### src/rtl/upk_pkg.sv
package upk_pkg;

  // {cs_n, ras_n, cas_n, we_n}
  typedef enum logic [3:0] {
    CMD_MRS  = 4'b0000,
    CMD_REF  = 4'b0001,
    CMD_PALL = 4'b0010,
    CMD_NOP  = 4'b0111
  } upk_cmd_e;

  typedef enum logic [2:0] {
    ST_PWR,
    ST_INIT_RP,
    ST_INIT_RFC,
    ST_INIT_MRD,
    ST_IDLE,
    ST_SVC_RP,
    ST_SVC_RFC
  } upk_state_e;

  localparam logic [2:0] BURST_LEN_8  = 3'b011;
  localparam logic       BURST_SEQ    = 1'b0;
  localparam logic [2:0] CAS_LAT_2    = 3'b010;
  localparam logic [1:0] OPMODE_STD   = 2'b00;
  localparam logic       WBURST_PROG = 1'b0;
  localparam int         PALL_ADDR_BIT = 10;

  function automatic logic [9:0] pack_mode(input logic [2:0] blen, input logic btype,
                                           input logic [2:0] clat, input logic [1:0] opm,
                                           input logic wbm);
    return {wbm, opm, clat, btype, blen};
  endfunction

  localparam logic [9:0] MODE_WORD =
    pack_mode(BURST_LEN_8, BURST_SEQ, CAS_LAT_2, OPMODE_STD, WBURST_PROG);

endpackage

### src/rtl/upk_cmd_drive.sv
module upk_cmd_drive
  import upk_pkg::*;
#(
  parameter int ADDR_W = 13
) (
  input  logic              clk,
  input  logic              rst_n,
  input  upk_cmd_e          issue,
  output logic              cs_n,
  output logic              ras_n,
  output logic              cas_n,
  output logic              we_n,
  output logic [ADDR_W-1:0] addr
);

  logic [ADDR_W-1:0] addr_d;

  always_comb begin
    addr_d = '0;
    case (issue)
      CMD_PALL: addr_d[PALL_ADDR_BIT] = 1'b1;
      CMD_MRS:  addr_d[9:0] = MODE_WORD;
      default:  addr_d = '0;
    endcase
  end

  always_ff @(posedge clk) begin
    if (!rst_n) begin
      cs_n  <= CMD_NOP[3];
      ras_n <= CMD_NOP[2];
      cas_n <= CMD_NOP[1];
      we_n  <= CMD_NOP[0];
      addr  <= '0;
    end else begin
      cs_n  <= issue[3];
      ras_n <= issue[2];
      cas_n <= issue[1];
      we_n  <= issue[0];
      addr  <= addr_d;
    end
  end

endmodule

### src/rtl/upk_refresh_timer.sv
module upk_refresh_timer #(
  parameter int PRESCALE = 32,
  parameter int RELOAD_W = 8
) (
  input  logic                clk,
  input  logic                rst_n,
  input  logic                en,
  input  logic                load,
  input  logic [RELOAD_W-1:0] reload,
  output logic                expire
);

  localparam int PRE_W = (PRESCALE > 2) ? $clog2(PRESCALE) : 1;
  localparam bit POW2  = (PRESCALE & (PRESCALE - 1)) == 0;

  logic [PRE_W-1:0]    pre;
  logic                pre_last;
  logic [RELOAD_W-1:0] rcnt;

  generate
    if (POW2) begin : gen_pow2
      assign pre_last = &pre;
      always_ff @(posedge clk) begin
        if (!rst_n || load) pre <= '0;
        else if (en)        pre <= pre + 1'b1;
      end
    end else begin : gen_any
      assign pre_last = (pre == PRE_W'(PRESCALE - 1));
      always_ff @(posedge clk) begin
        if (!rst_n || load) pre <= '0;
        else if (en)        pre <= pre_last ? '0 : pre + 1'b1;
      end
    end
  endgenerate

  assign expire = en && pre_last && (rcnt == '0);

  always_ff @(posedge clk) begin
    if (!rst_n) begin
      rcnt <= '0;
    end else if (load) begin
      rcnt <= reload;
    end else if (en && pre_last) begin
      rcnt <= (rcnt == '0) ? reload : rcnt - 1'b1;
    end
  end

endmodule

### src/rtl/upk_pend_ctr.sv
module upk_pend_ctr #(
  parameter int MAX_PEND = 2
) (
  input  logic clk,
  input  logic rst_n,
  input  logic inc,
  input  logic dec,
  output logic owed
);

  localparam int CW = $clog2(MAX_PEND + 1);

  logic [CW-1:0] cnt;

  always_ff @(posedge clk) begin
    if (!rst_n) begin
      cnt <= '0;
    end else begin
      case ({inc, dec})
        2'b10:   if (cnt != CW'(MAX_PEND)) cnt <= cnt + 1'b1;
        2'b01:   cnt <= cnt - 1'b1;
        default: cnt <= cnt;
      endcase
    end
  end

  assign owed = (cnt != '0);

endmodule

### src/rtl/sdram_upkeep.sv
module sdram_upkeep
  import upk_pkg::*;
#(
  parameter int WAIT_PWR  = 20000,
  parameter int T_RP      = 3,
  parameter int T_RFC     = 7,
  parameter int T_MRD     = 2,
  parameter int INIT_REFS = 8,
  parameter int PRESCALE  = 32,
  parameter int RELOAD_W  = 8,
  parameter int PEND_MAX  = 2,
  parameter int ADDR_W    = 13,
  parameter int BA_W      = 2
) (
  input  logic                clk,
  input  logic                rst_n,
  input  logic [RELOAD_W-1:0] reload_val,
  input  logic                ref_ack,
  output logic                ref_req,
  output logic                init_done,
  output logic                cs_n,
  output logic                ras_n,
  output logic                cas_n,
  output logic                we_n,
  output logic [BA_W-1:0]     ba,
  output logic [ADDR_W-1:0]   addr
);

  localparam int MAX_A  = (WAIT_PWR > T_RFC) ? WAIT_PWR : T_RFC;
  localparam int MAX_B  = (T_RP > T_MRD) ? T_RP : T_MRD;
  localparam int MAXW   = (MAX_A > MAX_B) ? MAX_A : MAX_B;
  localparam int CNT_W  = $clog2(MAXW + 1);
  localparam int REFS_W = $clog2(INIT_REFS + 1);

  upk_state_e        state, state_n;
  logic [CNT_W-1:0]  cnt, cnt_n;
  logic [REFS_W-1:0] refs, refs_n;
  logic              done_n;
  logic              tload;
  logic              owed;
  logic              expire;
  logic              accept;
  logic              cnt_zero;
  upk_cmd_e          issue;

  assign cnt_zero = (cnt == '0);
  assign ref_req  = (state == ST_IDLE) && owed;
  assign accept   = ref_req && ref_ack;
  assign ba       = '0;

  always_comb begin
    state_n = state;
    cnt_n   = cnt_zero ? cnt : cnt - 1'b1;
    refs_n  = refs;
    done_n  = init_done;
    tload   = 1'b0;
    issue   = CMD_NOP;
    case (state)
      ST_PWR: if (cnt_zero) begin
        issue   = CMD_PALL;
        state_n = ST_INIT_RP;
        cnt_n   = CNT_W'(T_RP - 1);
      end
      ST_INIT_RP: if (cnt_zero) begin
        issue   = CMD_REF;
        state_n = ST_INIT_RFC;
        cnt_n   = CNT_W'(T_RFC - 1);
        refs_n  = REFS_W'(1);
      end
      ST_INIT_RFC: if (cnt_zero) begin
        if (refs != REFS_W'(INIT_REFS)) begin
          issue  = CMD_REF;
          cnt_n  = CNT_W'(T_RFC - 1);
          refs_n = refs + 1'b1;
        end else begin
          issue   = CMD_MRS;
          state_n = ST_INIT_MRD;
          cnt_n   = CNT_W'(T_MRD - 1);
        end
      end
      ST_INIT_MRD: if (cnt_zero) begin
        state_n = ST_IDLE;
        done_n  = 1'b1;
        tload   = 1'b1;
      end
      ST_IDLE: if (accept) begin
        issue   = CMD_PALL;
        state_n = ST_SVC_RP;
        cnt_n   = CNT_W'(T_RP - 1);
      end
      ST_SVC_RP: if (cnt_zero) begin
        issue   = CMD_REF;
        state_n = ST_SVC_RFC;
        cnt_n   = CNT_W'(T_RFC - 1);
      end
      ST_SVC_RFC: if (cnt_zero) begin
        state_n = ST_IDLE;
      end
      default: state_n = ST_PWR;
    endcase
  end

  always_ff @(posedge clk) begin
    if (!rst_n) begin
      state     <= ST_PWR;
      cnt       <= CNT_W'(WAIT_PWR - 1);
      refs      <= '0;
      init_done <= 1'b0;
    end else begin
      state     <= state_n;
      cnt       <= cnt_n;
      refs      <= refs_n;
      init_done <= done_n;
    end
  end

  upk_refresh_timer #(
    .PRESCALE (PRESCALE),
    .RELOAD_W (RELOAD_W)
  ) u_timer (
    .clk    (clk),
    .rst_n  (rst_n),
    .en     (init_done),
    .load   (tload),
    .reload (reload_val),
    .expire (expire)
  );

  upk_pend_ctr #(
    .MAX_PEND (PEND_MAX)
  ) u_pend (
    .clk   (clk),
    .rst_n (rst_n),
    .inc   (expire),
    .dec   (accept),
    .owed  (owed)
  );

  upk_cmd_drive #(
    .ADDR_W (ADDR_W)
  ) u_drive (
    .clk   (clk),
    .rst_n (rst_n),
    .issue (issue),
    .cs_n  (cs_n),
    .ras_n (ras_n),
    .cas_n (cas_n),
    .we_n  (we_n),
    .addr  (addr)
  );

endmodule

### config.mk
export PLATFORM = sky130hd
export DESIGN_NAME = sdram_upkeep
export DESIGN_NICKNAME = d
export VERILOG_FILES = /design/src/rtl/upk_pkg.sv /design/src/rtl/upk_cmd_drive.sv /design/src/rtl/upk_refresh_timer.sv /design/src/rtl/upk_pend_ctr.sv /design/src/rtl/sdram_upkeep.sv
export SDC_FILE = /design/constraint.sdc
export NUM_CORES = 1
export LEC_CHECK = 0
export BUFFER_PORTS_ARGS = -buffer_cell sky130_fd_sc_hd__buf_2
export CAP_MARGIN = 0
export CORE_MARGIN = 2
export CORE_UTILIZATION = 40
export DETAILED_ROUTE_END_ITERATION = 7
export GPL_ROUTABILITY_DRIVEN = 0
export GPL_TIMING_DRIVEN = 1
export PLACE_DENSITY = 0.59
export REMOVE_ABC_BUFFERS = 1
export SYNTH_ARGS = -nofsm -noshare
export SYNTH_HDL_FRONTEND = slang
export SYNTH_HIERARCHICAL = 1
export SYNTH_SLANG_ARGS = --single-unit
### constraint.sdc
create_clock -name clk -period 2.66 [get_ports clk]
set_input_delay 0.399 -clock clk [delete_from_list [all_inputs] [get_ports clk]]
set_output_delay 0.399 -clock clk [all_outputs]
set_load 0.05 [all_outputs]
==> impl_metrics.env <==
export IMPL_status="finished clean"
export IMPL_finalCritPeriodShare_pct=86.7
export IMPL_fin_ws_ns=0.353
export IMPL_fp_row_count=29
export IMPL_die_area_um2=7070
export IMPL_grt_overflow=0
export IMPL_syn_avg_cell_area_um2=8.78
export IMPL_syn_inst=292
export IMPL_nets=333
export IMPL_cts_sinks=44
export IMPL_drv_slew=0
export IMPL_synth_ff_type="dfxtp_1"
export IMPL_antenna_found_initial=0
export IMPL_die_h_um=84.1
export IMPL_multi_input_area_um2=1520
export IMPL_dpl_hpwl_um=3880
export IMPL_design_area_um2=2790
export IMPL_cts_tree="built"
export IMPL_post_cts_buffers=0
export IMPL_start_util_pct=40.9
export IMPL_wirelength_um=5520
export IMPL_synth_cell_type_count=71
export IMPL_cpPeakStageDelay_ns=0.35
export IMPL_p_leak_nw=1.05
export IMPL_startpoint_type="flop"
export IMPL_first_pass_iters=4
export IMPL_clock_path_buffers=2
export IMPL_worst_path_max_delay_cell="dfxtp_1"
export IMPL_n_antenna_cell=0
export IMPL_max_slew_margin_rel_pct=65.1
export IMPL_required_ns=2.87
export IMPL_grt_pass1_vias=1996
export IMPL_clk_latency_ns=0.30
export IMPL_rsz0062_at_grt="no"
export IMPL_crit_buf_inv=3
export IMPL_crit_path_max_fanout=12
export IMPL_fillers=642
export IMPL_place_ws_ns=0.332
export IMPL_ant_nets=0
export IMPL_powerDensity_nw_per_um2=425
export IMPL_worst_pin_slew_ns=0.521
export IMPL_synth_area_um2=2560
export IMPL_pin_count=32
export IMPL_ys_ff_latch=44
export IMPL_cts_hold_buf=0
export IMPL_drtIter0Drc=113
export IMPL_cts_clk_slew_worst_paths_ns=0.09
export IMPL_coreArea_um2=6280
export IMPL_drc=0
export IMPL_cap_violations=0
export IMPL_grt_usage_pct=15.7
export IMPL_cpLargestDelayFamily="simple AND/OR/NAND/NOR gates"
export IMPL_ff_latch_area_um2=881
export IMPL_htreeDepth=2
export IMPL_hold_viol=0
export IMPL_period_needed_ns=2.31
export IMPL_drive_above_1_share_pct=18.2
export IMPL_cp_arrival_ns=2.52
export IMPL_clock_fmax_ghz=0.434
export IMPL_area_growth_pct=8.93
export IMPL_final_util_pct=44.5
export IMPL_cp_cell_sequence="inv_1 -> ha_1 -> nor3b_1 -> and4_1 -> clkinv_1 -> nor3_1 -> buf_4 -> a21o_2 -> o21ai_0 -> a311oi_1"
export IMPL_async_flop_share_pct=0
export IMPL_ys_seq_area_share_pct=34.3
export IMPL_port_buffers=20
export IMPL_synth_edf_count=0
export IMPL_numCtsBuffers=5
export IMPL_final_common_cell="dfxtp_1"
export IMPL_fin_skew_ns=0.00942
export IMPL_cts_root_buf="clkbuf_8"
export IMPL_critPathKind="reg2reg"
export IMPL_setup_tns_ns=0
export IMPL_grt_max_degree=31
export IMPL_hold_class="in2reg"
export IMPL_placed_area_um2=2700
export IMPL_vias_per_cell=5.61
export IMPL_wl_per_cell_um=14.1
export IMPL_cp_end_kind="flop"
export IMPL_finalSetupViolCount=0
export IMPL_irDropWorstVdd_v=0.000271
export IMPL_final_cell_mix="44 x dfxtp_1, 20 x buf_2, 18 x nand2_1"
export IMPL_vias=2194
export IMPL_fp_dieW_um=84.1
export IMPL_yosysWarnings=6
export IMPL_grt_pass1_wl_um=9230
-- Yosys cell counts (7+ instances only) --
cell      number  share of area [%]
buf_4         14                4.1
ha_1           9                4.4
a31oi_1        9                2.2
nand3_1       11                2.1
nor2b_1        7                1.7
inv_1         12                1.8
nand2_1       18                2.6
nor3_1         9                1.8
dfxtp_1       44                 34
a21oi_1        7                1.4
o21ai_0       11                2.1
nor2_1        12                1.8
nand2b_1       7                1.7
mux2i_1        7                2.7
-- layer usage --
| layer | routed length, µm | track usage, % | vias up |
|---|---|---|---|
| met5 | 0 | 0 | - |
| met4 | 55 | 4.55 | 0 |
| met3 | 253 | 2.97 | 6 |
| met2 | 2550 | 25.5 | 53 |
| met1 | 2660 | 21.3 | 1036 |
| li1 | - | - | 1099 |
-- tightest hold or removal path, stage by stage --
cell and delay, ns:
buf_2 0.10, nand3_1 0.06, a21oi_1 0.06
-- stage by stage --
step | instances | hold slack (ns) | power, mW
2_1_floorplan | 278 | 0.451 | 0.740
3_3_place_gp | 383 | 0.467 | 0.763
3_5_place_dp | 383 | 0.472 | 0.763
4_1_cts | 391 | 0.346 | 1.20
5_1_grt | 391 | 0.366 | 1.23
6_report | 391 | 0.359 | 1.19
-- kinds of logic after synthesis --
family / share of synthesized area (%)
AO/OA/AOI/OAI: 20.5
XOR/XNOR: 1.71
adder cells (fa/ha/maj): 4.78
buffers and inverters: 8.29
flip-flops: 34.3
multiplexers: 3.17
other: 0.293
AND/OR/NAND/NOR: 26.9
-- repair_timing --
item | CTS | global route
endpoints found under the hold margin | 0 | 0
endpoints found under the setup margin | 0 | 1
gates resized for setup | 0 | 1
-- state kept, by name, indices dropped and copies added (netlist names) --
name           count
u_drive/ras_n      1
u_drive/cs_n       1
u_timer/rcnt       8
cnt               15
u_drive/addr       2
u_drive/cas_n      1
init_done          1
u_pend/cnt         2
refs               4
u_drive/we_n       1
u_timer/pre        5
state              3
-- area by class of cell --
type	count	area share, %
Clock buffer	8	3.22
Inverter	13	1.75
Multi-Input combinational cell	221	54.3
Sequential cell	44	31.5
Tap cell	77	3.45
Timing Repair Buffer	28	5.73
-- power by group --
part | total, mW | switching (mW) | internal (mW)
Combinational | 0.0792 | 0.0613 | 0.0179
Clock | 0.439 | 0.227 | 0.212
Sequential | 0.669 | 0.00577 | 0.663
-- final timing paths --
kind | start | end | slack [ns] | cells past startpoint
min reg2reg | cnt[11] | cnt[11] | 0.48 | 2
max reg2reg | cnt[0] | u_timer/rcnt[1] | 0.35 | 10
max | cnt[0] | u_timer/rcnt[1] | 0.35 | 10
min | reload_val[5] | u_timer/rcnt[5] | 0.36 | 3
Note: power is estimated with default switching activity, not from simulation.
